==> src/rtl/tt_pkg.sv <==
package tt_pkg;
  typedef enum logic [1:0] {
    TT_NONE  = 2'd0,
    TT_HIT   = 2'd1,
    TT_WPROT = 2'd2
  } tt_res_e;

  localparam int WIN_W    = 32;
  localparam int BASE_HI  = 31;
  localparam int BASE_LO  = 24;
  localparam int MASK_HI  = 23;
  localparam int MASK_LO  = 16;
  localparam int EN_BIT   = 15;
  localparam int SIGN_BIT = 14;
  localparam int SSEL_BIT = 13;
  localparam int WP_BIT   = 2;
  localparam int ST_T_BIT = 1;
  localparam int ST_R_BIT = 0;
endpackage

==> src/rtl/tt_window_cmp.sv <==
module tt_window_cmp
  import tt_pkg::*;
#(
  parameter int ADDR_W = 32
) (
  input  logic [WIN_W-1:0]  win,
  input  logic [ADDR_W-1:0] addr,
  input  logic              super_acc,
  output tt_res_e           res
);
  localparam int TOP_LO = ADDR_W - 8;

  logic [7:0] diff;
  logic       addr_ok, priv_ok, hit;

  always_comb begin
    diff    = (addr[ADDR_W-1:TOP_LO] ^ win[BASE_HI:BASE_LO]) & ~win[MASK_HI:MASK_LO];
    addr_ok = (diff == 8'd0);
    priv_ok = win[SIGN_BIT] | (win[SSEL_BIT] == super_acc);
    hit     = win[EN_BIT] & addr_ok & priv_ok;
    if (!hit)             res = TT_NONE;
    else if (win[WP_BIT]) res = TT_WPROT;
    else                  res = TT_HIT;
  end


  always_comb begin
    if (win[EN_BIT] == 1'b0)
      disabled_no_match_chk: assert (res == TT_NONE);
  end
endmodule

==> src/rtl/tt_pair_lookup.sv <==
module tt_pair_lookup
  import tt_pkg::*;
#(
  parameter int ADDR_W = 32
) (
  input  logic [WIN_W-1:0]  win0,
  input  logic [WIN_W-1:0]  win1,
  input  logic [ADDR_W-1:0] addr,
  input  logic              super_acc,
  output tt_res_e           res
);
  tt_res_e r0, r1;

  tt_window_cmp #(.ADDR_W(ADDR_W)) u_w0 (
    .win(win0), .addr(addr), .super_acc(super_acc), .res(r0));
  tt_window_cmp #(.ADDR_W(ADDR_W)) u_w1 (
    .win(win1), .addr(addr), .super_acc(super_acc), .res(r1));

  always_comb res = (r0 != TT_NONE) ? r0 : r1;


  always_comb begin
    if (r0 != TT_NONE)
      first_window_wins_chk: assert (res == r0);
  end
endmodule

==> src/rtl/tt_probe.sv <==
module tt_probe
  import tt_pkg::*;
#(
  parameter int ADDR_W   = 32,
  parameter int PAGE_LSB = 12
) (
  input  logic              clk,
  input  logic              rst,
  input  logic              stb,
  input  logic [ADDR_W-1:0] addr,
  input  tt_res_e           lookup,
  output logic [ADDR_W-1:0] status
);
  logic hit;
  always_comb hit = (lookup != TT_NONE);

  always_ff @(posedge clk) begin
    if (rst) begin
      status <= '0;
    end else if (stb) begin
      status                          <= '0;
      status[ADDR_W-1:PAGE_LSB]       <= addr[ADDR_W-1:PAGE_LSB];
      status[ST_T_BIT]                <= hit;
      status[ST_R_BIT]                <= hit;
    end
  end


  page_bits_loaded_chk: assert property (@(posedge clk) disable iff (rst)
    stb |=> status[ADDR_W-1:PAGE_LSB] == $past(addr[ADDR_W-1:PAGE_LSB]));

  status_held_chk: assert property (@(posedge clk) disable iff (rst)
    !stb |=> $stable(status));

  tr_bits_equal_chk: assert property (@(posedge clk) disable iff (rst)
    status[ST_T_BIT] == status[ST_R_BIT]);

  reset_clears_status_chk: assert property (@(posedge clk)
    rst |=> status == '0);
endmodule

==> src/rtl/tt_matcher.sv <==
module tt_matcher
  import tt_pkg::*;
#(
  parameter int ADDR_W   = 32,
  parameter int PAGE_LSB = 12,
  parameter int FC_W     = 3
) (
  input  logic              clk,
  input  logic              rst,
  input  logic              dwin0_we,
  input  logic              dwin1_we,
  input  logic              iwin0_we,
  input  logic              iwin1_we,
  input  logic [WIN_W-1:0]  wr_data,
  input  logic [ADDR_W-1:0] acc_addr,
  input  logic              acc_super,
  input  logic              acc_data,
  output logic [1:0]        acc_result,
  input  logic              probe_stb,
  input  logic [ADDR_W-1:0] probe_addr,
  input  logic [FC_W-1:0]   probe_fc,
  output logic [ADDR_W-1:0] probe_status
);
  localparam int NWIN   = 4;
  localparam int FC_SUP = FC_W - 1;

  logic [WIN_W-1:0] win_q [NWIN];
  logic [NWIN-1:0]  we;
  always_comb we = {iwin1_we, iwin0_we, dwin1_we, dwin0_we};

  for (genvar g = 0; g < NWIN; g++) begin : g_win
    always_ff @(posedge clk) begin
      if (rst)        win_q[g][EN_BIT] <= 1'b0;
      else if (we[g]) win_q[g]         <= wr_data;
    end
  end

  // access path
  logic [WIN_W-1:0] acc_w0, acc_w1;
  tt_res_e          acc_res;
  always_comb begin
    acc_w0 = acc_data ? win_q[0] : win_q[2];
    acc_w1 = acc_data ? win_q[1] : win_q[3];
  end
  tt_pair_lookup #(.ADDR_W(ADDR_W)) u_acc (
    .win0(acc_w0), .win1(acc_w1), .addr(acc_addr),
    .super_acc(acc_super), .res(acc_res));
  always_comb acc_result = acc_res;

  // probe path
  logic             prb_super, prb_data;
  logic [WIN_W-1:0] prb_w0, prb_w1;
  tt_res_e          prb_res;
  always_comb begin
    prb_super = probe_fc[FC_SUP];
    prb_data  = (probe_fc[1:0] != 2'd2);
    prb_w0    = prb_data ? win_q[0] : win_q[2];
    prb_w1    = prb_data ? win_q[1] : win_q[3];
  end
  tt_pair_lookup #(.ADDR_W(ADDR_W)) u_prb (
    .win0(prb_w0), .win1(prb_w1), .addr(probe_addr),
    .super_acc(prb_super), .res(prb_res));

  tt_probe #(.ADDR_W(ADDR_W), .PAGE_LSB(PAGE_LSB)) u_stat (
    .clk(clk), .rst(rst), .stb(probe_stb), .addr(probe_addr),
    .lookup(prb_res), .status(probe_status));


  result_code_legal_chk: assert property (@(posedge clk) disable iff (rst)
    acc_result != 2'd3);

  reset_disables_all_chk: assert property (@(posedge clk)
    rst |=> (win_q[0][EN_BIT] | win_q[1][EN_BIT] | win_q[2][EN_BIT] | win_q[3][EN_BIT]) == 1'b0);
endmodule

==> config.mk <==
export PLATFORM = sky130hd
export DESIGN_NAME = tt_matcher
export DESIGN_NICKNAME = d
export VERILOG_FILES = /design/src/rtl/tt_pkg.sv /design/src/rtl/tt_window_cmp.sv /design/src/rtl/tt_pair_lookup.sv /design/src/rtl/tt_probe.sv /design/src/rtl/tt_matcher.sv
export SDC_FILE = /design/constraint.sdc
export NUM_CORES = 1
export LEC_CHECK = 0
export ABC_AREA = 1
export CAP_MARGIN = 20
export CORE_MARGIN = 2
export CORE_UTILIZATION = 48
export CTS_BUF_LIST = sky130_fd_sc_hd__clkbuf_16
export DETAILED_ROUTE_END_ITERATION = 10
export PLACE_DENSITY = 0.81
export SYNTH_ARGS = -nofsm -noshare
export SYNTH_HDL_FRONTEND = slang
export SYNTH_SLANG_ARGS = --single-unit
export TNS_END_PERCENT = 100
==> constraint.sdc <==
create_clock -name clk -period 1.9 [get_ports clk]
set_input_delay 0.285 -clock clk [delete_from_list [all_inputs] [get_ports clk]]
set_output_delay 0.285 -clock clk [all_outputs]
set_load 0.02 [all_outputs]
==> metrics, run 1 <==
Worst R2R End=u_stat.status[1]$_SDFFE_PP0P_; layout cell share with drive strength beyond 1=0.149; Starting Density=0.494; area delta synth->final=33.0%; Worst Hold Slack=0.501 ns; Hold/Removal Path Class=reg -> reg; CTS sink count=around 100; clk_lat worst skew=approximately 0.35 ns; Max-cap violations=0; GRT Overall Usage=0.233; pin count of the biggest net entering global routing=20; hpwl dp=about 9.3 mm; Pleak=roughly 2.9 nW; critical-path cell list=a21oi_2, o21ai_1, o21ai_1, nor2_2, nand3_2, nand2_2, nand2_2, nand2_1, nor2_1, buf_4; global-route wire length before repair=about 20 mm; die height=about 100 µm; final slew viol count=0; Rows=36; CTS tree=done; sequential cell area fraction in the yosys report=0.585; I/O pin total=142; crit path kind=reg -> out; Die Area=between 10000 and 15000 µm²; syn_area_per_cell=approximately 8.8 µm²; core area=around 9800 µm²; crit share post-route=1.10; reg2reg setup slack=0.49 ns; vias per cell=5.14; final hold vios=0; DRT Pass-1 Iters=5; peak supply drop=roughly 0.00058 V; Num CTS Buffers=9; critical path data required time=between 1.5 and 2 ns; number of antenna diodes=0; GPL Wtd Cong=~1; Yosys cell types=27; RSZ-0062 raised after global routing=true; Mapped Cells=~550; drt drc=0; vias in the first global route=4117; CTS Hold Buffers Added=0; routed len/inst=~15 µm; Root Driver=clkbuf_16; Yosys reg bits=between 100 and 150; failing checks=setup timing; CTS clock-pin slew for the worst setup and hold paths=around 0.07 ns; delay-heaviest family, CP=simple AND/OR/NAND/NOR gates; H-tree levels=3; synthesized area=between 4000 and 5000 µm²; Fillers=between 700 and 800; drt total wl=between 10 and 15 mm; port bufs=between 80 and 90; GR Overflow Total=0; via count=4165; Highest Clock Rate=approximately 480 MHz; Crit path arrival time=between 1.5 and 2 ns; Power Dens Cells=slightly above 800 nW/µm²; Hold EP=u_stat.status[19]$_SDFFE_PP0P_; Worst path slowest cell=edfxtp_1; Worst setup EP type=output port; Max Root-Sink Buffers=2; final setup fails=2; Die X=about 100 µm; PnR Total Power=around 5.3 mW; worst r2r src=win_q[0][13]$_DFFE_PP_; min cycle time layout=between 2 and 2.5 ns; CP bufs+invs=1; Worst R2R Path Depth=8; worst hold stages=2; Nets=between 700 and 800; Worst Setup Start Kind=flop; DR iter-0 viols=320; antenna viol nets, final=0; hold path startpoint=u_stat.status[19]$_SDFFE_PP0P_; Layout Skew=0.00501 ns; crit-path max cell delay=0.45 ns; Critical Path Fanout Max=3; initial antenna violation count=0; final worst slack=-0.197 ns; Warnings, synthesis=0; status=complete, but fails checks
-- power breakdown --
| group | switching [mW] | leakage (nW) | internal (mW) | total [mW] |
|---|---|---|---|---|
| Sequential | 0.0829 | 0.931 | 2.55 | 2.63 |
| Clock | 0.808 | 0.147 | 0.966 | 1.77 |
| Combinational | 0.477 | 1.77 | 0.373 | 0.850 |
-- through the flow --
stage	worst slack (ns)	cell area, µm²	utilization	instances	TNS (ns)
3_5_place_dp	-0.726	6060	0.620	792	-1.41
3_3_place_gp	-0.691	6060	0.620	792	-1.34
4_1_cts	-0.142	6380	0.653	810	-0.265
5_1_grt	-0.272	6420	0.656	811	-0.475
2_1_floorplan	0.228	4860	-	557	0
6_report	-0.197	6420	0.656	811	-0.340
-- worst register-to-register path, delay by kind of cell, from the launching register on --
family,cells,cell delay [ns]
AO/OA/AOI/OAI,3,0.46
flip-flops,1,0.42
AND/OR/NAND/NOR,3,0.24
buffers and inverters,2,0.24
-- state kept, by name, indices dropped and copies added (netlist names) --
| register | flops |
|---|---|
| win_q | 80 |
| u_stat.status | 21 |
-- layout by cell type, fill, tap and decap left out, drive strengths merged, types with 3 or more instances in the layout --
cell type	netlist	routed
o21bai	3	3
nand2	122	122
dlygate4sd2	0	8
clkbuf	3	10
nor2	50	50
a21oi	34	34
inv	95	99
clkinv	3	4
conb	1	10
a21boi	3	3
nand3	41	41
nand3b	11	11
nor3	4	4
o21ai	61	61
dfxtp	21	21
edfxtp	80	80
buf	15	42
clkdlybuf4s50	0	72
-- routing by layer --
metal,part of all wire,up-vias,routed length [µm],GRT usage
met5,0,-,0,0
met4,0.025,0,307,0.0869
met3,0.097,30,1200,0.0658
met2,0.49,225,6110,0.399
met1,0.39,1882,4840,0.279
li1,-,2028,-,-
-- cells in the mapped netlist --
cell type,n,share of area
nand2_1,120,0.093
a21oi_1,33,0.034
nor2_1,47,0.037
clkbuf_1,3,0.0023
clkinv_1,3,0.0023
o21bai_1,3,0.0047
o21ai_0,35,0.036
buf_2,3,0.0031
nand3_1,38,0.039
a21boi_0,1,0.0016
nor3_1,4,0.0041
nand3b_1,11,0.017
dfxtp_1,21,0.087
edfxtp_1,80,0.50
nor2_2,3,0.0039
o21ai_1,24,0.025
inv_2,18,0.014
a21oi_2,1,0.0018
o21ai_2,2,0.0036
inv_1,77,0.060
nand3_2,3,0.0062
buf_1,1,0.00078
conb_1,1,0.00078
nand2_2,2,0.0026
or2_0,1,0.0013
a21boi_1,2,0.0031
buf_4,11,0.017
-- worst max-delay path by stage --
stage | start | endpoint | cells past startpoint
global placement | acc_addr[26] | acc_result[0] | 9
detailed placement | acc_addr[31] | acc_result[0] | 10
floorplan | rst | win_q[1][13]$_DFFE_PP_ | 2
global route | win_q[0][28]$_DFFE_PP_ | acc_result[0] | 10
CTS | win_q[0][28]$_DFFE_PP_ | acc_result[0] | 10
finish | win_q[0][28]$_DFFE_PP_ | acc_result[0] | 10
-- timing repair --
item / in CTS / in global routing
setup endpoints to repair: 2 / 2
pin swaps: 10 / 7
setup buffers: 2 / 1
gates resized for setup: 32 / 11
-- kinds of logic (layout without fill, tap and decap cells) --
group / after synthesis / count (layout) / share of synthesized area
AOI/OAI and AO/OA: 101 / 101 / 0.110
buffers and inverters: 116 / 237 / 0.0996
DFF: 101 / 101 / 0.585
and+or+nand+nor: 229 / 229 / 0.205
other: 1 / 10 / 0.000777
-- area by class of cell --
cell class              count  area (µm²)  area share
flip-flops and latches    101        2820       0.440
multi-input cells         340        1610       0.251
repair buffers            123        1160       0.181
inverters                  98         368      0.0573
clock buffers              10         250      0.0390
well taps                 133         166      0.0259
clock inverters             6        37.5     0.00585
Power figures use the tool's default switching activity.
==> run 2, diff against run 1 <==
--- a/config.mk
+++ b/config.mk
@@ -6,12 +6,13 @@
 export NUM_CORES = 1
 export LEC_CHECK = 0
 export ABC_AREA = 1
+export ABC_CLOCK_PERIOD_IN_PS = 1900
 export CAP_MARGIN = 20
 export CORE_MARGIN = 2
 export CORE_UTILIZATION = 48
 export CTS_BUF_LIST = sky130_fd_sc_hd__clkbuf_16
 export DETAILED_ROUTE_END_ITERATION = 10
-export PLACE_DENSITY = 0.81
+export PLACE_DENSITY_LB_ADDON = 0.05
 export SYNTH_ARGS = -nofsm -noshare
 export SYNTH_HDL_FRONTEND = slang
 export SYNTH_SLANG_ARGS = --single-unit
==> constraint.sdc (replaced) <==
create_clock -name clk -period 1.9 [get_ports clk]
set_input_delay 0.285 -clock clk [delete_from_list [all_inputs] [get_ports clk]]
set_output_delay 0.285 -clock clk [all_outputs]
set_load 0.05 [all_outputs]
==> run 2 against run 1 <==
The flow still finishes with violations (setup timing). Global-route usage down 1.3 points. Final area down 2.2%. Core utilization is 1.4 points lower. Clock power decreased by 3%. Critical endpoint is now acc_result[1].
==> metrics, run 2 (synthesis gave the netlist of run 1 again) <==
crit share post-route=1.08 (-0.0232); number of antenna diodes=0 (unchanged); Placed Cells=769 (-2.9%); GR Overflow Total=0 (unchanged); via count=3911 (-6.1%); max reg flops=80 (unchanged); Worst Hold Slack=0.492 ns (-0.00861 ns); failing checks=setup timing; status=complete, but fails checks; DR iter-0 viols=203 (-37%); Comb power frac=0.171 (+0.009); worst r2r src=win_q[0][28]$_DFFE_PP_; final slew viol count=0 (unchanged); CTS sink count=101 (unchanged); critical-path cell list=o21ai_2, o21ai_2, nor2_2, nand3_2, nand2_2, inv_1, nand3_2, nand2_2, buf_12; drt total wl=11.5 mm (-7.6%); Finished Layout Cells=788 (-2.8%); P_sw=1.36 mW (-0.56%); Hold/Removal Path Class=reg -> reg; peak supply drop=0.000386 V (-33%); CTS tree=done; final setup fails=2 (unchanged); biggest regs=win_q: 80 flops, u_stat.status: 21 flops; Num CTS Buffers=9 (unchanged); Pleak=2.74 nW (-3.9%); crit path kind=reg -> out; Slew HR=0.655; Root Driver=clkbuf_16; GPL Wtd Cong=0.899 (-8.2%); Top reg by flops=win_q; final hold vios=0 (unchanged); Max-cap violations=0 (unchanged); Layout Skew=0.00364 ns (-0.00138 ns); P_int=3.88 mW (-0.16%); Max Root-Sink Buffers=2 (unchanged); design area=6270 µm² (-2.2%); crit-path max cell delay=0.45 ns (about the same); worst hold stages=2 (unchanged); port bufs=83 (unchanged); Hold EP=u_stat.status[23]$_SDFFE_PP0P_; sw frac=0.259 (-0.000777); Clock power frac=0.326 (-0.011); DRT Pass-1 Iters=5 (unchanged); core area=9770 µm² (unchanged); antenna viol nets, final=0 (unchanged); Die Area=10900 µm² (unchanged); vias per cell=4.96 (-3.4%); final worst slack=-0.153 ns (+0.0441 ns); reg2reg setup slack=0.50 ns (about the same); PnR Total Power=5.24 mW (-0.26%); Power Dens Cells=836 nW/µm² (+2.0%); hpwl dp=8.91 mm (-4.2%); pin count of the biggest net entering global routing=20 (unchanged); sequential power share=0.502 (about the same); most common cell after layout, fill and taps aside=nand2_1; Nets=759 (-2.8%); area delta synth->final=30.0%; fin util=0.642 (-0.0145); Rows=36 (unchanged); commonest non-fill, non-tap cells in the layout=nand2_1 (117), edfxtp_1 (80), inv_1 (76), clkdlybuf4s50_1 (73), nor2_1 (43); Worst Setup Start Kind=flop; Slew @ Worst Pin=0.515 ns; Die X=104 µm (unchanged); H-tree levels=3 (unchanged); vias in the first global route=3836 (-6.8%); Worst R2R Path Depth=10 (+2); RSZ-0062 raised after global routing=true; I/O pin total=142 (unchanged); hold path startpoint=u_stat.status[23]$_SDFFE_PP0P_; Worst R2R End=u_stat.status[1]$_SDFFE_PP0P_; die height=104 µm (unchanged); Highest Clock Rate=487 MHz (+2.1%); initial antenna violation count=0 (unchanged); DP Area=5900 µm² (-2.7%); Worst path slowest cell=edfxtp_1; CTS Hold Buffers Added=0 (unchanged); min cycle time layout=2.05 ns (-0.0441 ns); drt drc=0 (unchanged); Crit path arrival time=1.77 ns (-0.04 ns); routed len/inst=14.6 µm (-4.9%); clk_lat worst skew=0.33 ns (-0.02 ns); GRT Overall Usage=0.220 (-0.0126); critical path data required time=1.62 ns (about the same); layout cell share with drive strength beyond 1=0.130 (-0.0192); Starting Density=0.494 (unchanged); CTS clock-pin slew for the worst setup and hold paths=0.06 ns (about the same); Critical Path Fanout Max=4 (+1); Worst setup EP type=output port; global-route wire length before repair=18.6 mm (-5.6%)
## run 2: worst max path at each step
stage / start / endpoint / cells past startpoint
after floorplan: win_q[2][29]$_DFFE_PP_ / acc_result[0] / 9
after global placement: acc_addr[31] / acc_result[0] / 10
after detailed placement: acc_addr[31] / acc_result[0] / 10
after CTS: win_q[2][31]$_DFFE_PP_ / acc_result[0] / 10
after global routing: win_q[0][25]$_DFFE_PP_ / acc_result[0] / 11
final: win_q[0][31]$_DFFE_PP_ / acc_result[1] / 9
## run 2: power by group through the flow
stage | clock [mW] | combinational (mW) | sequential [mW]
after floorplan | 0 | 0.413 | 2.76
after global placement | 0 | 0.858 | 2.67
after detailed placement | 0 | 0.869 | 2.68
after CTS | 1.76 | 0.881 | 2.63
after global routing | 1.83 | 0.979 | 2.65
final | 1.71 | 0.897 | 2.63
## run 2: repair_timing
action	4_1_cts	5_1_grt
endpoints found under the hold margin	0	0
setup endpoints to repair	2	2
pin swaps	12	6
buffers inserted	0	4
gates resized for setup	26	12
## run 2: per-layer routing
layer | up-vias | global-route usage | share of wire
li1 | 1976 | - | -
met1 | 1811 | 0.271 | 0.44
met2 | 107 | 0.390 | 0.49
met3 | 17 | 0.0439 | 0.050
met4 | 0 | 0.0647 | 0.018
met5 | - | 0 | 0
## run 2: metrics by stage
step | setup slack, ns | TNS, ns
after global routing | -0.266 | -0.527
after CTS | -0.180 | -0.330
after global placement | -0.288 | -0.549
after detailed placement | -0.293 | -0.563
final | -0.153 | -0.303
after floorplan | 0.198 | 0
## run 2: cell type report
type                       count  area [µm²]
tap                          133         166
timing repair buffer         101        1000
clock buffer                   9         225
sequential                   101        2820
inverter                      98         368
multi-input combinational    340        1640
fill                         859        3500
clock inverter                 6        50.0
## run 2: critical path: cells and delay by family, from the launching register on
family	cells	cell delay, ns
buffers and inverters	2	0.21
flip-flops	1	0.45
AO/OA/AOI/OAI	2	0.25
AND/OR/NAND/NOR	5	0.53
==> run 3, diff against run 2 <==
==> constraint.sdc (replaced) <==
create_clock -name clk -period 1.9 [get_ports clk]
set_input_delay 0.285 -clock clk [delete_from_list [all_inputs] [get_ports clk]]
set_output_delay 0.285 -clock clk [all_outputs]
set_load 0.005 [all_outputs]
==> run 3 against run 2 <==
The run still ends with setup timing left. Final cell count grew 2.4%. Critical path depth increased by 2. Hold slack improved by 0.012 ns. Critical path type unchanged.
==> metrics, run 3 (synthesis gave the netlist of run 1 again) <==
status=complete, but fails checks; failing checks=setup timing; final hold vios=0 (unchanged); global-route wire length before repair=19.5 mm (+4.8%); Top reg by flops=win_q; Worst Setup Start Kind=flop; Nets=777 (+2.4%); GRT Overall Usage=0.231 (+0.0111); Starting Density=0.494 (unchanged); Die Area=10900 µm² (unchanged); Worst Hold Slack=0.504 ns (+0.0122 ns); Hold/Removal Path Class=reg -> reg; Crit path arrival time=1.75 ns (-0.02 ns); core area=9770 µm² (unchanged); Max-cap violations=0 (unchanged); max reg flops=80 (unchanged); antenna viol nets, final=0 (unchanged); DRT Pass-1 Iters=5 (unchanged); worst hold stages=2 (unchanged); Num CTS Buffers=9 (unchanged); hpwl dp=9.26 mm (+4.0%); via count=4087 (+4.5%); drt total wl=12.5 mm (+8.6%); H-tree levels=3 (unchanged); layout cell share with drive strength beyond 1=0.174 (+0.0438); drt drc=0 (unchanged); min cycle time layout=2.04 ns (-0.0149 ns); Pleak=2.82 nW (+2.9%); Power Dens Cells=817 nW/µm² (-2.2%); Critical Path Fanout Max=3 (-1); Max Root-Sink Buffers=2 (unchanged); initial antenna violation count=0 (unchanged); RSZ-0062 raised after global routing=true; Die X=104 µm (unchanged); commonest non-fill, non-tap cells in the layout=nand2_1 (117), edfxtp_1 (80), clkdlybuf4s50_1 (72), inv_1 (68), nor2_1 (41); CTS tree=done; crit share post-route=1.07 (-0.00783); DR iter-0 viols=248 (+22%); GR Overflow Total=0 (unchanged); clk_lat worst skew=0.34 ns (about the same); final slew viol count=0 (unchanged); peak supply drop=0.000600 V (+55%); number of antenna diodes=0 (unchanged); GPL Wtd Cong=0.895 (-0.50%); CTS clock-pin slew for the worst setup and hold paths=0.07 ns (about the same); Root Driver=clkbuf_16; final setup fails=2 (unchanged); final worst slack=-0.138 ns (+0.0149 ns); most common cell after layout, fill and taps aside=nand2_1; Highest Clock Rate=491 MHz (+0.73%); Worst setup EP type=output port; CTS Hold Buffers Added=0 (unchanged); PnR Total Power=5.23 mW (-0.18%); Fillers=826 (-3.8%); area delta synth->final=32.7%; CTS sink count=101 (unchanged); routed len/inst=15.5 µm (+6.0%); die height=104 µm (unchanged); vias in the first global route=3867 (+0.81%); pin count of the biggest net entering global routing=20 (unchanged); Sequential cell area=2820 µm² (unchanged); Layout Skew=0.00647 ns (+0.00283 ns); I/O pin total=142 (unchanged); Worst R2R Path Depth=12 (+2); port bufs=83 (unchanged); Rows=36 (unchanged); multi-input logic area=1650 µm² (+0.46%); vias per cell=5.06 (+2.0%); biggest regs=win_q: 80 flops, u_stat.status: 21 flops; crit path kind=reg -> out; critical path data required time=1.62 ns (about the same)
## run 3: repair_timing
| action | CTS | global route |
|---|---|---|
| setup endpoints to repair | 2 | 2 |
| pin swaps | 13 | 20 |
| setup buffers | 2 | 3 |
| gates resized for setup | 40 | 22 |
## run 3: layer usage
layer	wire length, µm	part of all wire	vias up	GRT usage
li1	-	-	2021	-
met1	5370	0.43	1899	0.302
met2	6210	0.50	145	0.392
met3	699	0.056	22	0.0501
met4	222	0.018	0	0.0589
met5	0	0	-	0
## run 3: cell type report
type                       instances  area share
inverter                          98      0.0575
tap                              133      0.0260
multi-input combinational        340       0.258
timing repair buffer             119       0.173
clock inverter                     7      0.0104
sequential                       101       0.441
clock buffer                       9      0.0352
## run 3: stage by stage
step / util / std cells / setup WS, ns / TNS, ns / cell area (µm²)
final: 0.655 / 807 / -0.138 / -0.266 / 6400
after global routing: 0.655 / 807 / -0.226 / -0.436 / 6400
after CTS: 0.648 / 804 / -0.104 / -0.206 / 6330
after detailed placement: 0.614 / 786 / -0.631 / -1.23 / 6000
after global placement: 0.614 / 786 / -0.651 / -1.25 / 6000
after floorplan: - / 557 / 0.228 / 0 / 4860
## run 3: worst paths after layout
check / from / to / slack, ns
worst min register to register: u_stat.status[21]$_SDFFE_PP0P_ / u_stat.status[21]$_SDFFE_PP0P_ / 0.50
worst min-delay path: u_stat.status[21]$_SDFFE_PP0P_ / u_stat.status[21]$_SDFFE_PP0P_ / 0.50
worst max register to register: win_q[0][28]$_DFFE_PP_ / u_stat.status[1]$_SDFFE_PP0P_ / 0.25
worst max-delay path: win_q[2][30]$_DFFE_PP_ / acc_result[0] / -0.14
## run 3: report_power, final
part	internal, mW	switching, mW	total (mW)
Combinational	0.368	0.437	0.805
Sequential	2.55	0.0805	2.63
Clock	1.01	0.784	1.80
## run 3: worst max-delay path, cell delays in order (launching register included)
cell      delay, ns
edfxtp_1       0.44
inv_2          0.09
nand2_2        0.06
nand3_2        0.08
o21ai_2        0.07
nor2_2         0.14
nand3_2        0.11
nand2_2        0.13
nand2_2        0.08
nand2_2        0.07
nor2_2         0.04
buf_2          0.12
